`src/rtl/ddc_edid_pkg.sv`:
```
package ddc_edid_pkg;

    localparam int BYTE_W = 8;
    localparam logic [1:0] CFG_SHARED = 2'b10;

    // Slave bus state
    typedef enum logic [2:0] {
        ST_IDLE,
        ST_RX,
        ST_ACK,
        ST_TX,
        ST_MACK,
        ST_RLOAD,
        ST_HOLD
    } bus_st_e;

    // Which byte of a write transfer is being received
    typedef enum logic [1:0] {
        PH_DEV,
        PH_WORD,
        PH_DATA
    } phase_e;

    typedef struct packed {
        logic hit;
        logic v1_sel;
    } dev_dec_t;

    function automatic dev_dec_t decode_dev(input logic [BYTE_W-1:0] b);
        dev_dec_t d;
        d.hit    = (b[7:1] == 7'h50) || (b[7:1] == 7'h51) || (b[7:1] == 7'h53);
        d.v1_sel = (b[7:1] == 7'h50);
        return d;
    endfunction

endpackage

```
`src/rtl/ddc_line_watch.sv`:
```
module ddc_line_watch (
    input  logic clk,
    input  logic rst,
    input  logic scl_in,
    input  logic sda_in,
    output logic scl_rise,
    output logic scl_fall,
    output logic start_seen,
    output logic stop_seen
);
    logic scl_q;
    logic sda_q;

    always_ff @(posedge clk) begin
        if (rst) begin
            scl_q <= 1'b1;
            sda_q <= 1'b1;
        end else begin
            scl_q <= scl_in;
            sda_q <= sda_in;
        end
    end

    assign scl_rise   = scl_in & ~scl_q;
    assign scl_fall   = ~scl_in & scl_q;
    assign start_seen = scl_in & scl_q & sda_q & ~sda_in;
    assign stop_seen  = scl_in & scl_q & ~sda_q & sda_in;

endmodule

```
`src/rtl/ddc_ptr_unit.sv`:
```
module ddc_ptr_unit #(
    parameter int PTR_W = 8
) (
    input  logic               clk,
    input  logic               rst,
    input  logic               clear,
    input  logic               load,
    input  logic [PTR_W-1:0]   load_val,
    input  logic               step,
    input  logic [PTR_W-1:0]   hi_ptr,
    input  logic [1:0]         map_cfg,
    input  logic               v1_sel,
    output logic [2*PTR_W-1:0] addr
);
    import ddc_edid_pkg::*;

    logic [PTR_W-1:0] lo_q;
    logic [PTR_W-1:0] hi_eff;

    // clear beats load beats step; the low byte never carries upward
    always_ff @(posedge clk) begin
        if (rst || clear)
            lo_q <= '0;
        else if (load)
            lo_q <= load_val;
        else if (step)
            lo_q <= lo_q + 1'b1;
    end

    always_comb begin
        hi_eff = hi_ptr;
        if (map_cfg == CFG_SHARED)
            hi_eff[0] = v1_sel;
    end

    assign addr = {hi_eff, lo_q};

endmodule

```
`src/rtl/ddc_edid_port.sv`:
```
module ddc_edid_port #(
    parameter int PTR_W = 8
) (
    input  logic                clk,
    input  logic                rst,
    input  logic                scl_in,
    input  logic                sda_in,
    output logic                sda_pull,
    input  logic [PTR_W-1:0]    hi_ptr,
    input  logic [1:0]          map_cfg,
    input  logic                mode_entry,
    output logic [2*PTR_W-1:0]  mem_addr,
    output logic                mem_rd,
    output logic                mem_wr,
    output logic [7:0]          mem_wdata,
    input  logic [7:0]          mem_rdata
);
    import ddc_edid_pkg::*;

    localparam int CNT_W = $clog2(BYTE_W + 1);
    localparam logic [CNT_W-1:0] BITS_IN  = CNT_W'(BYTE_W);
    localparam logic [CNT_W-1:0] LAST_OUT = CNT_W'(BYTE_W - 1);

    logic scl_rise, scl_fall, start_seen, stop_seen;

    bus_st_e          st;
    phase_e           phase;
    logic [CNT_W-1:0] cnt;
    logic [7:0]       sr;
    logic [7:0]       tx;
    logic [7:0]       rd_buf;
    logic             rw;
    logic             v1_sel;
    logic             rd_req;
    logic             rd_q;
    logic             wr_req;
    logic [7:0]       wdata;
    dev_dec_t         dec;
    logic             byte_in;
    logic             ptr_load;
    logic             ptr_step;

    ddc_line_watch u_watch (
        .clk        (clk),
        .rst        (rst),
        .scl_in     (scl_in),
        .sda_in     (sda_in),
        .scl_rise   (scl_rise),
        .scl_fall   (scl_fall),
        .start_seen (start_seen),
        .stop_seen  (stop_seen)
    );

    assign dec      = decode_dev(sr);
    assign byte_in  = (st == ST_RX) && scl_fall && (cnt == BITS_IN) &&
                      !start_seen && !stop_seen;
    assign ptr_load = byte_in && (phase == PH_WORD);
    assign ptr_step = wr_req ||
                      ((st == ST_MACK) && scl_rise && !start_seen && !stop_seen);

    ddc_ptr_unit #(.PTR_W(PTR_W)) u_ptr (
        .clk      (clk),
        .rst      (rst),
        .clear    (mode_entry),
        .load     (ptr_load),
        .load_val (sr[PTR_W-1:0]),
        .step     (ptr_step),
        .hi_ptr   (hi_ptr),
        .map_cfg  (map_cfg),
        .v1_sel   (v1_sel),
        .addr     (mem_addr)
    );

    always_ff @(posedge clk) begin
        if (rst) begin
            st       <= ST_IDLE;
            phase    <= PH_DEV;
            cnt      <= '0;
            sr       <= '0;
            tx       <= '0;
            rd_buf   <= '0;
            rw       <= 1'b0;
            v1_sel   <= 1'b0;
            rd_req   <= 1'b0;
            rd_q     <= 1'b0;
            wr_req   <= 1'b0;
            wdata    <= '0;
            sda_pull <= 1'b0;
        end else begin
            rd_req <= 1'b0;
            wr_req <= 1'b0;
            rd_q   <= rd_req;
            if (rd_q)
                rd_buf <= mem_rdata;

            if (stop_seen) begin
                st       <= ST_IDLE;
                sda_pull <= 1'b0;
            end else if (start_seen) begin
                st       <= ST_RX;
                phase    <= PH_DEV;
                cnt      <= '0;
                sda_pull <= 1'b0;
            end else begin
                case (st)
                    ST_RX: begin
                        if (scl_rise && cnt != BITS_IN) begin
                            sr  <= {sr[6:0], sda_in};
                            cnt <= cnt + 1'b1;
                        end else if (byte_in) begin
                            case (phase)
                                PH_DEV: begin
                                    if (dec.hit) begin
                                        sda_pull <= 1'b1;
                                        rw       <= sr[0];
                                        v1_sel   <= dec.v1_sel;
                                        st       <= ST_ACK;
                                    end else begin
                                        st <= ST_HOLD;
                                    end
                                end
                                PH_WORD: begin
                                    sda_pull <= 1'b1;
                                    st       <= ST_ACK;
                                end
                                default: begin
                                    sda_pull <= 1'b1;
                                    st       <= ST_ACK;
                                    wr_req   <= 1'b1;
                                    wdata    <= sr;
                                end
                            endcase
                        end
                    end
                    ST_ACK: begin
                        if (scl_rise && phase == PH_DEV && rw) begin
                            rd_req <= 1'b1;
                        end else if (scl_fall) begin
                            cnt <= '0;
                            if (phase == PH_DEV && rw) begin
                                tx       <= rd_buf;
                                sda_pull <= ~rd_buf[7];
                                st       <= ST_TX;
                            end else begin
                                sda_pull <= 1'b0;
                                st       <= ST_RX;
                                phase    <= (phase == PH_DEV) ? PH_WORD : PH_DATA;
                            end
                        end
                    end
                    ST_TX: begin
                        if (scl_fall) begin
                            if (cnt == LAST_OUT) begin
                                sda_pull <= 1'b0;
                                st       <= ST_MACK;
                            end else begin
                                tx       <= {tx[6:0], 1'b0};
                                sda_pull <= ~tx[6];
                                cnt      <= cnt + 1'b1;
                            end
                        end
                    end
                    ST_MACK: begin
                        if (scl_rise) begin
                            rd_req <= ~sda_in;
                            st     <= sda_in ? ST_HOLD : ST_RLOAD;
                        end
                    end
                    ST_RLOAD: begin
                        if (scl_fall) begin
                            tx       <= rd_buf;
                            sda_pull <= ~rd_buf[7];
                            cnt      <= '0;
                            st       <= ST_TX;
                        end
                    end
                    default: ;
                endcase
            end
        end
    end

    assign mem_rd    = rd_req;
    assign mem_wr    = wr_req;
    assign mem_wdata = wdata;

endmodule

```
`config.mk`:
```
export PLATFORM = sky130hd
export DESIGN_NAME = ddc_edid_port
export DESIGN_NICKNAME = d
export VERILOG_FILES = /design/src/rtl/ddc_edid_pkg.sv /design/src/rtl/ddc_line_watch.sv /design/src/rtl/ddc_ptr_unit.sv /design/src/rtl/ddc_edid_port.sv
export SDC_FILE = /design/constraint.sdc
export NUM_CORES = 1
export LEC_CHECK = 0
export CAP_MARGIN = 30
export CORE_MARGIN = 5
export CORE_UTILIZATION = 45
export CTS_CLUSTER_DIAMETER = 60
export CTS_CLUSTER_SIZE = 20
export DETAILED_ROUTE_END_ITERATION = 10
export HOLD_SLACK_MARGIN = 0.12
export PLACE_DENSITY = 0.73
export SLEW_MARGIN = 20
export SYNTH_ARGS = -nofsm -noshare
export SYNTH_HDL_FRONTEND = slang
export SYNTH_SLANG_ARGS = --single-unit
```
`constraint.sdc`:
```
create_clock -name clk -period 1.8 [get_ports clk]
set_input_delay 0.36 -clock clk [delete_from_list [all_inputs] [get_ports clk]]
set_output_delay 0.36 -clock clk [all_outputs]
set_load 0.02 [all_outputs]
```
==> metrics, run 1 <==
status=completed; Worst path top cell family by delay=buffers and inverters; min-delay worst type=reg -> reg; Crit Path Class=in -> out; max cap viols=0; top-level port count=50; multiplexer share of the synthesized area=7.45%; Buf/Inv on CP=2; routed len/inst=14.4 µm; Synth Area in Simple Gates=28.3%; multi-input logic area=1610 µm²; FFs w/ async S/R, synth=0%; max-slew violation count=0; period utilization=96.5%; global-route wire length before repair=10.9 mm; top_reg_cell synth=dfxtp_1; initial antenna violation count=0; worst-skew pair later-pin latency=310 ps; fmax=0.576 GHz; setup_tns=0 ps; Worst Setup Start Kind=input pin; grt total ovfl=0; post-synthesis area per instance=8.60 µm²; Distinct cells, synth=53; worst reg2reg endpoint=cnt[0]; worst vdd ir=0.597 mV; P&R area growth vs syn=29.9%; max_slew headroom=67.8%; core region area=6240 µm²; Final WS setup=63.8 ps; via count=2503; TritonCTS buffer count=5; cell taking the most area after synthesis=dfxtp_1; die height=89.4 µm; htree depth=2; Synth Warn #=0; ranking of synthesized cells by area=dfxtp_1 40%, mux2i_1 7.1%, nor2_1 5.4%; hold path cells=2; largest family of logic cells by synthesized area=simple AND/OR/NAND/NOR gates; Die W=89.4 µm; # port buffers=35; largest net degree at the start of global routing=22; Die Area=7990 µm²; pwr dens=879 nW/µm²; CTS Sinks=56; Post-Place Setup Slack=-406 ps; critical path's largest stage delay=440 ps; Critical Path Sink Type=primary output; CTS tree=yes; routability-driven placement congestion ratio=0.872; xor and xnor area share after synthesis=2.78%; share of the synthesized area in the top cell type=39.5%; CP max stage cell=clkdlybuf4s50_1; Inserted Diodes=0; Placed Cells=453; minimum clock period=1740 ps; Synth Area in Compound Gates=14.6%; syn_nets=356; FF-to-FF path depth=7; Worst R2R Setup Slack=70 ps; critical path fanouts, max=1; Final Hold Vio Count=0; GRT Util Overall=17.3%; Post-Syn Area=2840 µm²; Worst R2R Start=cnt[0]; WHS Endpoint=mem_wdata[3]; ratio of cells with drive above 1 in the final layout=20.7%; Seq. cell area=1130 µm²; drt drc=0; sequential area share after synthesis=39.5%; post-synthesis adder-cell area fraction=1.32%; fill count=576; Clock transition at path regs=100 ps; final-report setup violation count=0; CP Cell Sequence=clkdlybuf4s50_1, nand2b_1, mux2_2, buf_2; DR iter-0 viols=169; DRT antenna net count=0; WP data arrival=1380 ps; Initial DRT Pass Iterations=4; synthesized flop and latch total=56; Leak=1.37 nW; vias in the first global route=2348; Tot Pwr=3.24 mW; initial core utilization=45.5%; Slew @ Worst Pin=478 ps; Cell Rows=29; worst-case clock buffer depth=2; Worst Skew=6.61 ps; nets@finish=411; HP Start=mem_wdata[3]; Worst EP required=1440 ps; HPWL Detailed=4.86 mm; EDFF count, synth=0; CTS root buffer=clkbuf_8; Finished Layout Cells=463; WL final=6.69 mm; DR vias/cell=5.41; post-synthesis instance total=330
## state kept, by name, summed over array words and instances, names as in the netlist, 2 cells and up
name / cells
sr: 8
mem_wdata: 8
st: 3
u_ptr.lo_q: 8
cnt: 4
tx: 7
rd_buf: 8
phase: 2
## cell usage in the layout (no fill, tap or decap), types with 2 or more instances in the layout
master / n
nand2_1: 28
dfxtp_4: 2
nor3b_1: 7
o21ai_0: 6
nand2b_1: 5
nand3_1: 17
a311oi_1: 6
bufinv_16: 2
nor3_1: 10
inv_1: 4
and2_1: 2
clkdlybuf4s50_1: 32
clkbuf_8: 5
ha_1: 2
buf_4: 38
a211oi_1: 11
a21oi_1: 20
nor4_2: 3
nor4b_1: 2
nor2_1: 41
a211o_1: 2
xnor2_1: 8
or2_2: 3
dlymetal6s2s_1: 2
dfxtp_2: 3
a32o_1: 2
nand3b_1: 3
a21oi_2: 2
nor3b_4: 3
o21bai_1: 2
dfxtp_1: 51
mux2i_1: 20
buf_12: 3
nor2b_1: 8
## synth_stat cells (all sizes together) (3+ instances only)
master and instances:
nand3 18, nor3b 11, buf 20, a21oi 22, nand3b 4, nor2b 9
inv 4, a311oi 6, ha 3, nor4 4, nand2b 6, nand2 28
nor2 42, nor3 11, dfxtp 56, or2 4, o21ai 7, xnor2 8
mux2i 20, clkbuf 8, a211oi 11
## worst max path at each step
stage | from | end | slack, ps | depth (start not counted)
floorplan | cnt[1] | cnt[0] | 4 | 8
global placement | map_cfg[0] | mem_addr[8] | -320 | 4
detailed placement | scl_in | st[1] | -410 | 6
CTS | scl_in | cnt[3] | 7 | 8
global route | st[0] | cnt[0] | -3 | 7
finish | map_cfg[0] | mem_addr[8] | 60 | 4
## cells by family (layout without fill, tap and decap cells)
group	after synthesis	after routing
buf+inv	32	88
mux	21	21
simple gates	148	148
fa+ha+maj	3	3
flops	56	56
compound gates	61	61
xor+xnor	9	9
## final cells by class
cell class,count,share of cell area [%]
multi-input cells,242,43.7
flip-flops and latches,56,30.7
repair buffers,76,18.9
well taps,77,2.61
clock buffers,5,1.87
clock inverters,3,1.87
inverters,4,0.407
## metrics by stage
| stage | area, µm² | hold WS (ps) | utilization (%) |
|---|---|---|---|
| 6_report | 3690 | 461 | 59.1 |
| 3_5_place_dp | 3460 | 451 | 55.4 |
| 5_1_grt | 3690 | 481 | 59.1 |
| 4_1_cts | 3600 | 466 | 57.7 |
| 2_1_floorplan | 2840 | 446 | - |
| 3_3_place_gp | 3460 | 444 | 55.4 |
## report_power, final
part	leakage, nW	switching (mW)	internal (mW)
sequential	0.454	0.0981	1.30
combinational	0.847	0.432	0.428
clock	0.0687	0.419	0.560
total	1.37	0.950	2.29
## what timing repair did
action / CTS / global route
pin swaps: 0 / 4
gates resized for setup: 8 / 18
hold buffers: 0 / 0
setup buffers: 0 / 2
endpoints found under the setup margin: 12 / 21
## tightest hold or removal path, cell delays in order, from the launching register on
cell	delay (ps)
dfxtp_1	320
nand2_1	50
a21oi_1	50
## routing by layer
| layer | wire length, µm | GRT usage (%) |
|---|---|---|
| met1 | 3140 | 23.7 |
| met2 | 3110 | 26.8 |
| met3 | 366 | 4.06 |
| met4 | 76 | 5.55 |
| met5 | 0 | 0 |
Power figures use the tool's default switching activity.
==> run 2: changes to the inputs <==
- CORE_MARGIN: 5 -> 3
==> metrics, run 2 (synthesized netlist as in run 1, its figures left out) <==
core region area=6030 µm² (-3.4%); Slew @ Worst Pin=459 ps (-18.6 ps); Final Hold Vio Count=0 (unchanged); DRT antenna net count=0 (unchanged); WHS=462 ps (+1.83 ps); RSZ-0062 raised after global routing=true; Final Cell Area=3660 µm² (-0.81%); CP Cell Sequence=inv_1, ha_2, nand3b_1, nand3_2, nor3b_4, or4_1, a21oi_1; # port buffers=35 (unchanged); CP max stage cell=or4_1; worst-case clock buffer depth=2 (unchanged); DR vias/cell=5.45 (+0.73%); worst-skew pair later-pin latency=310 ps (about the same); Die W=85.4 µm (-4.5%); max cap viols=0 (unchanged); drt drc=0 (unchanged); via count=2505 (+0.080%); ratio of cells with drive above 1 in the final layout=21.3% (+0.57 points); Worst R2R Setup Slack=50 ps (-20 ps); WL final=6.66 mm (-0.36%); nets@finish=410 (-0.24%); CTS tree=yes; TritonCTS buffer count=5 (unchanged); Critical Path Sink Type=flop; multi-input logic area=1640 µm² (+1.8%); Cell Rows=28 (-3.4%); routability-driven placement congestion ratio=0.912 (+4.6%); period utilization=97.4% (+0.93 points); global-route wire length before repair=11.2 mm (+2.4%); fmax=0.570 GHz (-0.96%); worst vdd ir=0.647 mV (+8.4%); min-delay worst type=reg -> reg; initial core utilization=47.1% (+1.6 points); die height=85.4 µm (-4.5%); Worst EP required=2040 ps (+600 ps); most frequent cells in the layout=51 x dfxtp_1, 41 x nor2_1, 37 x buf_4; Finished Layout Cells=460 (-0.65%); Crit Path Class=reg -> reg; DR iter-0 viols=136 (-20%); Inserted Diodes=0 (unchanged); Initial DRT Pass Iterations=4 (unchanged); Leak=1.34 nW (-2.3%); top-level port count=50 (unchanged); WP data arrival=2000 ps (+620 ps); GRT Util Overall=18.9% (+1.6 points); max_slew headroom=69.3% (+1.5 points); CTS root buffer=clkbuf_8; final-report setup violation count=0 (unchanged); Clock transition at path regs=100 ps (about the same); CTS Sinks=56 (unchanged); Seq. cell area=1130 µm² (-0.22%); Placed Cells=451 (-0.44%); Die Area=7290 µm² (-8.7%); initial antenna violation count=0 (unchanged); Worst Skew=8.12 ps (+1.51 ps); pwr dens=850 nW/µm² (-3.4%); routed len/inst=14.5 µm (+0.29%); minimum clock period=1750 ps (+16.8 ps); grt total ovfl=0 (unchanged); htree depth=2 (unchanged); critical path fanouts, max=4 (+3); most common cell after layout, fill and taps aside=dfxtp_1; vias in the first global route=2399 (+2.2%); max-slew violation count=0 (unchanged); status=completed; largest net degree at the start of global routing=19 (-14%); Worst Setup Start Kind=flop; HPWL Detailed=4.92 mm (+1.2%); critical path's largest stage delay=500 ps (+60 ps); fill count=534 (-7.3%); dpl cell area=3430 µm² (-0.80%); Buf/Inv on CP=1 (-1); Worst path top cell family by delay=simple AND/OR/NAND/NOR gates; P&R area growth vs syn=28.9%
## run 2: cell count changes in the layout (fill, tap and decap cells not counted), sizes merged
| cell | delta |
|---|---|
| buf | -1 |
| bufinv | -1 |
| clkbuf | +1 |
| clkdlybuf4s50 | +1 |
| dlymetal6s2s | -1 |
## run 2: cell type report
cell class              count  share of cell area (%)
repair buffers             75                    18.3
clock buffers               6                    1.98
multi-input cells         242                    44.8
flip-flops and latches     56                    30.9
well taps                  75                    2.57
inverters                   4                   0.411
clock inverters             2                    1.06
## run 2: path summary, 6_finish.rpt
path	startpoint	endpoint	cells after the start
max	cnt[0]	cnt[0]	7
max reg2reg	cnt[0]	cnt[0]	7
min reg2reg	mem_wdata[5]	mem_wdata[5]	2
min	mem_wdata[5]	mem_wdata[5]	2
## run 2: what timing repair did
action / CTS / global route
setup endpoints to repair: 8 / 28
hold buffers: 0 / 0
pin swaps: 0 / 3
setup buffers: 0 / 1
resized for setup: 7 / 28
## run 2: power breakdown
group / leakage [nW] / switching [mW] / internal, mW
Sequential: 0.454 / 0.0856 / 1.30
Clock: 0.0558 / 0.416 / 0.421
Combinational: 0.828 / 0.453 / 0.432
Total: 1.34 / 0.954 / 2.15
## run 2: per-stage QoR
step                      setup TNS [ps]  setup WS, ps  power (mW)  utilization, %
after floorplan                        0          3.76        1.95               -
after global placement             -5760          -317        2.19            57.0
after detailed placement           -7270          -377        2.20            57.0
after CTS                              0          7.82        3.05            58.9
after global routing               -13.3         -7.44        3.27            60.7
final                                  0          47.0        3.11            60.7
## run 2: routing by layer
layer  share of wire (%)  GRT usage (%)  up-vias
met5                   0              0        -
met4                 1.1           5.61        0
met3                 5.2           3.20        7
met2                  46           29.5       56
met1                  48           26.7     1174
li1                    -              -     1268
## run 2: worst register-to-register path: cells and delay by family, from the launching register on
kind                       cells  cell delay, ps
adders and majority gates      1             180
and+or+nand+nor                4             940
DFF                            1             370
buffers and inverters          1              60
AOI/OAI and AO/OA              1             150
